===== src/rtl/bus_rst_pkg.sv =====
package bus_rst_pkg;

    typedef enum logic [1:0] {
        ST_HOLD = 2'd0,
        ST_RUN  = 2'd1,
        ST_TRI  = 2'd2
    } seq_state_e;

    localparam int unsigned SYNC_STAGES = 2;

endpackage


===== src/rtl/rst_sync.sv =====
module rst_sync #(
    parameter int unsigned WIDTH  = 2,
    parameter int unsigned STAGES = 2,
    parameter logic [WIDTH-1:0] RST_VAL = '0
) (
    input  logic             clk,
    input  logic             arst_n,
    input  logic [WIDTH-1:0] d,
    output logic [WIDTH-1:0] q
);

    logic [WIDTH-1:0] stg [STAGES];

    always_ff @(posedge clk or negedge arst_n) begin
        if (!arst_n) begin
            stg[0] <= RST_VAL;
        end else begin
            stg[0] <= d;
        end
    end

    for (genvar i = 1; i < STAGES; i++) begin : g_stage
        always_ff @(posedge clk or negedge arst_n) begin
            if (!arst_n) begin
                stg[i] <= RST_VAL;
            end else begin
                stg[i] <= stg[i-1];
            end
        end
    end

    assign q = stg[STAGES-1];

endmodule


===== src/rtl/hold_timer.sv =====
module hold_timer #(
    parameter int unsigned MIN_CYC = 8,
    parameter int unsigned MAX_CYC = 40
) (
    input  logic clk,
    input  logic arst_n,
    input  logic clr,
    input  logic run,
    output logic min_met,
    output logic max_hit
);

    localparam int unsigned CW = $clog2(MAX_CYC + 1);
    localparam logic [CW-1:0] MIN_V = CW'(MIN_CYC);
    localparam logic [CW-1:0] MAX_V = CW'(MAX_CYC);

    logic [CW-1:0] cnt;

    always_ff @(posedge clk or negedge arst_n) begin
        if (!arst_n) begin
            cnt <= '0;
        end else if (clr) begin
            cnt <= '0;
        end else if (run && (cnt != MAX_V)) begin
            cnt <= cnt + 1'b1;
        end
    end

    assign min_met = (cnt >= MIN_V);
    assign max_hit = (cnt == MAX_V);

endmodule


===== src/rtl/strap_latch.sv =====
module strap_latch #(
    parameter int unsigned WIDTH = 4
) (
    input  logic             clk,
    input  logic             arst_n,
    input  logic             cap,
    input  logic [WIDTH-1:0] d,
    output logic [WIDTH-1:0] q
);

    always_ff @(posedge clk or negedge arst_n) begin
        if (!arst_n) begin
            q <= '0;
        end else if (cap) begin
            q <= d;
        end
    end

endmodule


===== src/rtl/bus_rst_seq.sv =====
module bus_rst_seq
    import bus_rst_pkg::*;
#(
    parameter int unsigned STRAP_W = 4,
    parameter int unsigned MIN_CYC = 8,
    parameter int unsigned MAX_CYC = 40
) (
    input  logic               clk,
    input  logic               pwr_good,
    input  logic               rst_req_n,
    input  logic               mgmt_irq,
    input  logic [STRAP_W-1:0] strap_in,
    output logic               core_rst,
    output logic               drv_oe,
    output logic               tri_all,
    output logic [STRAP_W-1:0] strap_q,
    output logic               rst_short_err,
    output logic               rst_long_err
);

    seq_state_e state, nxt;
    logic [1:0] sync_q;
    logic       req_s, irq_s;
    logic       in_hold, release_ev, assert_ev;
    logic       min_met, max_hit;

    rst_sync #(
        .WIDTH   (2),
        .STAGES  (SYNC_STAGES),
        .RST_VAL (2'b00)
    ) u_sync (
        .clk    (clk),
        .arst_n (pwr_good),
        .d      ({mgmt_irq, rst_req_n}),
        .q      (sync_q)
    );

    assign req_s = sync_q[0];
    assign irq_s = sync_q[1];

    assign in_hold    = (state == ST_HOLD);
    assign release_ev = in_hold && req_s;
    assign assert_ev  = !in_hold && !req_s;

    hold_timer #(
        .MIN_CYC (MIN_CYC),
        .MAX_CYC (MAX_CYC)
    ) u_timer (
        .clk     (clk),
        .arst_n  (pwr_good),
        .clr     (!in_hold),
        .run     (in_hold),
        .min_met (min_met),
        .max_hit (max_hit)
    );

    strap_latch #(
        .WIDTH (STRAP_W)
    ) u_strap (
        .clk    (clk),
        .arst_n (pwr_good),
        .cap    (release_ev),
        .d      (strap_in),
        .q      (strap_q)
    );

    // next-state decision
    always_comb begin
        nxt = state;
        unique case (state)
            ST_HOLD: if (req_s) nxt = irq_s ? ST_TRI : ST_RUN;
            ST_RUN:  if (!req_s) nxt = ST_HOLD;
            ST_TRI:  if (!req_s) nxt = ST_HOLD;
            default: nxt = ST_HOLD;
        endcase
    end

    // state register
    always_ff @(posedge clk or negedge pwr_good) begin
        if (!pwr_good) begin
            state <= ST_HOLD;
        end else begin
            state <= nxt;
        end
    end

    // pulse-width flags
    always_ff @(posedge clk or negedge pwr_good) begin
        if (!pwr_good) begin
            rst_short_err <= 1'b0;
            rst_long_err  <= 1'b0;
        end else begin
            if (release_ev) begin
                rst_short_err <= !min_met;
            end else if (assert_ev) begin
                rst_short_err <= 1'b0;
            end
            if (in_hold && max_hit) begin
                rst_long_err <= 1'b1;
            end
        end
    end

    // state-decoded outputs
    always_comb begin
        core_rst = 1'b1;
        drv_oe   = 1'b0;
        tri_all  = 1'b0;
        unique case (state)
            ST_HOLD: begin
                core_rst = 1'b1;
            end
            ST_RUN: begin
                core_rst = 1'b0;
                drv_oe   = 1'b1;
            end
            ST_TRI: begin
                core_rst = 1'b0;
                tri_all  = 1'b1;
            end
            default: begin
                core_rst = 1'b1;
            end
        endcase
    end

endmodule


===== config.mk =====
export PLATFORM = sky130hd
export DESIGN_NAME = bus_rst_seq
export DESIGN_NICKNAME = d
export VERILOG_FILES = /design/src/rtl/bus_rst_pkg.sv /design/src/rtl/rst_sync.sv /design/src/rtl/hold_timer.sv /design/src/rtl/strap_latch.sv /design/src/rtl/bus_rst_seq.sv
export SDC_FILE = /design/constraint.sdc
export NUM_CORES = 1
export LEC_CHECK = 0
export ABC_AREA = 1
export ABC_CLOCK_PERIOD_IN_PS = 2800
export BUFFER_PORTS_ARGS = -buffer_cell sky130_fd_sc_hd__buf_4
export CAP_MARGIN = 20
export CORE_MARGIN = 2
export CORE_UTILIZATION = 40
export DETAILED_ROUTE_END_ITERATION = 8
export GPL_TIMING_DRIVEN = 1
export SLEW_MARGIN = 20
export SYNTH_ARGS = -nofsm -noshare
export SYNTH_HDL_FRONTEND = slang
export SYNTH_SLANG_ARGS = --single-unit
export TNS_END_PERCENT = 1

===== constraint.sdc =====
create_clock -name clk -period 2.8 [get_ports clk]
set_input_delay 0.56 -clock clk [delete_from_list [all_inputs] [get_ports clk]]
set_output_delay 0.56 -clock clk [all_outputs]
set_load 0.005 [all_outputs]

# After elaboration in Yosys (flattened, before gate mapping)

Cells that the tools add are included.

Register bits after elaboration: 18
Input port bits: 8
Output and inout bits: 9
Word-level logic and storage cells: 38

$add $sub $neg: 1
Order comparisons: 1
Eq/ne operators: 7
Muxes and demuxes: 11
Reduce and logical (&&, ||, !) cells: 11

Operator list:

| operator                                                                            | count |
|---|---|
| 6-bit 2-to-1 mux                                                                    | 2 |
| 6-bit by 1-bit adder with 6-bit output, second input constant                       | 1 |
| 6-bit equality test, second input constant                                          | 1 |
| 6-bit by 4-bit greater-or-equal comparator with 1-bit output, second input constant | 1 |
| 2-bit 2-to-1 mux                                                                    | 3 |
| 6-bit != test, second input constant                                                | 1 |
| 1-bit 2-to-1 mux                                                                    | 5 |
| 1-bit logical AND                                                                   | 4 |
| 2-bit by 1-bit != test with 1-bit output, second input constant                     | 2 |
| 2-bit case mux with 2 select lines                                                  | 1 |
| 1-bit logical NOT                                                                   | 3 |
| 2-bit by 1-bit equality test with 1-bit output, second input constant               | 1 |
| 2-bit equality test, second input constant                                          | 1 |
| 2-bit logical NOT                                                                   | 1 |
| 2-bit != test, second input constant                                                | 1 |
| 2-bit AND reduction                                                                 | 1 |
| 2-bit nonzero test                                                                  | 1 |
| 2-bit OR reduction                                                                  | 1 |

# Depth between registers and ports, before layout

Depth after elaboration: 5
Depth in mapped cells: 7

# By module

From an unflattened synthesis, not the netlist that was laid out.

Cells, all modules: 108
Area, all modules: 925.9 µm²

Modules (own cells, without submodules):

| module      | instances | cells an instance | area an instance (µm²) | sequential area each (µm²) |
|---|---|---|---|---|
| hold_timer  | 1         | 54                | 402.9                  | 150.1 |
| bus_rst_seq | 1         | 31                | 259.0                  | 100.1 |
| strap_latch | 1         | 17                | 148.9                  | 100.1 |
| rst_sync    | 1         | 6                 | 115.1                  | 100.1 |

# Worst setup path before layout

No wires, ideal clock.

Kind: register to register
Start point: register state[0]
End point: register u_strap.q[0]
Arrival: 1.192 ns
Data required time: 2.675 ns
Slack: 1.483 ns
Cell stages (with the launch flop): 5
Buffers on the path: 0
Clock period less this slack: 1.317 ns
Cell sequence: dfrtp_1 -> inv_1 -> ha_1 -> ha_1 -> mux2_2

Longest elaborated chain between the ends: 2

RTL lines:

| item                     | RTL line          | RTL |
|---|---|---|
| start: declaration       | bus_rst_seq.sv:21 | `seq_state_e state, nxt;` |
| start signal: assignment | bus_rst_seq.sv:83 | `state <= nxt;` |
| 2-bit logical NOT        | bus_rst_seq.sv:41 | `assign in_hold = (state == ST_HOLD);` |
| 1-bit logical AND        | bus_rst_seq.sv:42 | `assign release_ev = in_hold && req_s;` |
| net release_ev           | bus_rst_seq.sv:24 | `logic in_hold, release_ev, assert_ev;` |
| end signal: assignment   | strap_latch.sv:13 | `q <= '0;` |
| end signal: assignment   | strap_latch.sv:15 | `q <= d;` |
| end: declaration         | strap_latch.sv:8  | `output logic [WIDTH-1:0] q` |

The timed path passes the listed nets, and every way through them passes these cells.
A chain may end at the register's enable or synchronous reset.

# Worst setup path after layout

Start point: register state[0]
End point: output core_rst

Longest elaborated chain between the ends: 3

RTL lines:

| item                                                                                         | RTL line           | RTL |
|---|---|---|
| 2-bit equality test / 2-bit by 1-bit equality test with 1-bit output (equally long branches) | bus_rst_seq.sv:109 | `unique case (state)` |
| 2-bit OR reduction (no line) (*)                                                             | -                  |  |
| 1-bit 2-to-1 mux (*)                                                                         | bus_rst_seq.sv:109 |  |
| end: declaration                                                                             | bus_rst_seq.sv:13  | `output logic core_rst,` |

Every way passes the cells marked *; elsewhere a longest branch is shown, timed or not.

==> impl_metrics.tcl <==
set metrics [dict create \
    synth_xor_area_share_pct 0 \
    muxShareOfSynthArea_pct 5.40 \
    drive_above_1_share_pct 27.2 \
    die-area_um2 2470 \
    cts_hold_buf 0 \
    syn_area_per_cell_um2 9.94 \
    grt_pass1_vias 614 \
    worst_slew_pin_slew_ns 0.354 \
    synth_fa_ha_area_share_pct 9.00 \
    rows 16 \
    via_per_inst 4.64 \
    whs_ns 0.108 \
    intPower_mw 0.583 \
    cp_slowest_cell "dfrtp_1" \
    die_w_um 49.7 \
    pre_cts_ws_ns 1.10 \
    gp_congestion 0.780 \
    ys_warn_count 0 \
    via_count 603 \
    track_usage_pct 14.4 \
    cpPeakStageDelay_ns 0.37 \
    cp_data_required_time_ns 2.24 \
    initial_core_util_pct 42.5 \
    htreeDepth 1 \
    synth-compound-area-share_pct 6.30 \
    syn_nets 98 \
    synth_top_cell_by_area "dfrtp_1" \
    wl_per_cell_um 11.1 \
    p_clk_share_pct 18.1 \
    use_met1_pct 17.9 \
    grt_max_degree 19 \
    hold_class "input port to async pin" \
    dp.cells 126 \
    clockBufferDepth 2 \
    ys_seq_area_share_pct 54.0 \
    numCtsBuffers 3 \
    drv_cap 0 \
    p_comb_share_pct 38.8 \
    cp-end-kind "output pin" \
    swShare_pct 34.1 \
    clkTransAtPathRegs_ns 0.10 \
    final_common_cell "dfrtp_1" \
    grt_overflow_total 0 \
    finalSetupTns_ns 0 \
    r2r_cells 4 \
    antenna_found_initial 0 \
    nets 118 \
    synth_top_area_share_pct 54.0 \
    crit_arrival_ns 1.20 \
    cp_num_cells 4 \
    path_max_fanout 3 \
    cts_sinks 18 \
    p_leak_nw 0.525 \
    synth_top_family_by_area "simple AND/OR/NAND/NOR gates" \
    outcome "completed" \
    routed_wl_mm 1.44 \
    fmax_mhz 567 \
    placed_area_um2 977 \
    dp_hpwl_mm 1.11 \
    slew_violations 0 \
    portBuffers 16 \
    async_flop_share_pct 100 \
    path_buf_inv 3 \
    grt_first_pass_wirelength_mm 2.60 \
    critPathTopFamily "flip-flops" \
    die_y_um 49.7 \
    use_met2_pct 22.4 \
    netlist_area_um2 835 \
    drt-pass1-iter-count 4 \
    slew_headroom_pct 76.4 \
    antenna_cells 0 \
    yosys-top-cells-area "dfrtp_1 (54%), ha_1 (9.0%), inv_1 (6.3%)" \
    clkLatencyLatePin_ns 0.30 \
    period_share_pct 63.0 \
    design_area_um2 1010 \
    synth_ff_type "dfrtp_1" \
    setup_slack_ns 1.04 \
    ant_nets 0 \
    power_frac_seq_pct 43.1 \
    io_pins 17 \
    critPathLaunchType "flop" \
    total_power_mw 0.884 \
    cp_cell_sequence "inv_1 -> ha_1 -> inv_1 -> buf_4" \
    p_per_area_nw_per_um2 872 \
    setup_violations 0 \
    layout_common_cells "dfrtp_1 (18), buf_4 (16), inv_1 (14)" \
    cts_tree "built" \
    period_needed_ns 1.76 \
    cts_resized 0 \
    synthSimpleGateAreaFrac_pct 17.7 \
    ys_types 17 \
    drt_iter0_drc 15 \
    top_usage_layer "met2" \
    synth_cells 84 \
    cts_root_buffer "clkbuf_4" \
    ir_drop_uv 494 \
    skew_ns 0.00573 \
    switchingPower_mw 0.301 \
    finalNonFillerCells 130 \
    ys_ff_latch 18 \
    area_growth_pct 21.4 \
    cp_common_cell "inv_1" \
    drc_errors 0 \
    rsz0062_at_grt "false" \
    grtUsageMet3_pct 5.45 \
    worst-setup-path-type "flop to output pin" \
    final-hold-violation-count 0 \
    core_area_um2 1960 \
    post_cts_buffers 0 \
    finish.utilization_pct 51.7 \
    synth_edf_count 0 \
]
==> Yosys cell counts, types with 3 or more instances <==
library cell	instances
dfrtp_1	18
inv_1	14
nand2_1	13
nand3_1	10
nor2_1	7
ha_1	6
mux2_2	4
o21ai_0	3
==> per-layer routing <==
metal | wire [µm] | up-vias
li1 | - | 306
met1 | 651 | 276
met2 | 693 | 17
met3 | 74 | 4
met4 | 21 | 0
met5 | 0 | -
==> flip-flops by register name, indices dropped and copies added (netlist names) <==
name and count:
u_strap.q 4, u_timer.cnt 6, u_sync.stg 2, u_sync.q 2, rst_long_err 1, rst_short_err 1
state 2
==> cells by family (layout without fill, tap and decap cells) <==
| kind of cell | after synthesis | count (layout) |
|---|---|---|
| buf+inv | 15 | 34 |
| compound gates | 8 | 8 |
| flops | 18 | 18 |
| mux | 4 | 4 |
| fa+ha+maj | 6 | 6 |
| simple gates | 33 | 33 |
==> power by group through the flow <==
stage | registers, mW | clock network (mW) | logic, mW
after global routing | 0.394 | 0.179 | 0.392
after CTS | 0.383 | 0.168 | 0.348
after floorplan | 0.381 | 0 | 0.220
after global placement | 0.385 | 0 | 0.340
after detailed placement | 0.389 | 0 | 0.346
final | 0.381 | 0.160 | 0.343
==> path summary, 6_finish.rpt <==
path,start,endpoint,slack [ns]
setup / recovery,state[0],core_rst,1.04
hold / removal,pwr_good,u_strap.q[2],0.11
setup reg to reg,state[0],u_strap.q[2],1.11
hold reg to reg,u_sync.stg[3],u_sync.q[1],0.37
max in group asynchronous,pwr_good,u_timer.cnt[5],2.50
min in group clk,u_sync.stg[3],u_sync.q[1],0.37
==> worst register-to-register path: stages (launching register included) <==
cell and delay [ns]:
dfrtp_1 0.40, inv_1 0.10, ha_1 0.37, ha_1 0.35, mux2_2 0.37
==> final cells by class <==
cell class,instances,area (µm²)
flip-flops and latches,18,450
repair buffers,16,120
inverters,14,52.6
fillers,202,948
well taps,27,33.8
clock buffers,4,36.3
multi-input cells,51,320
Note: power is estimated with default switching activity, not from simulation.
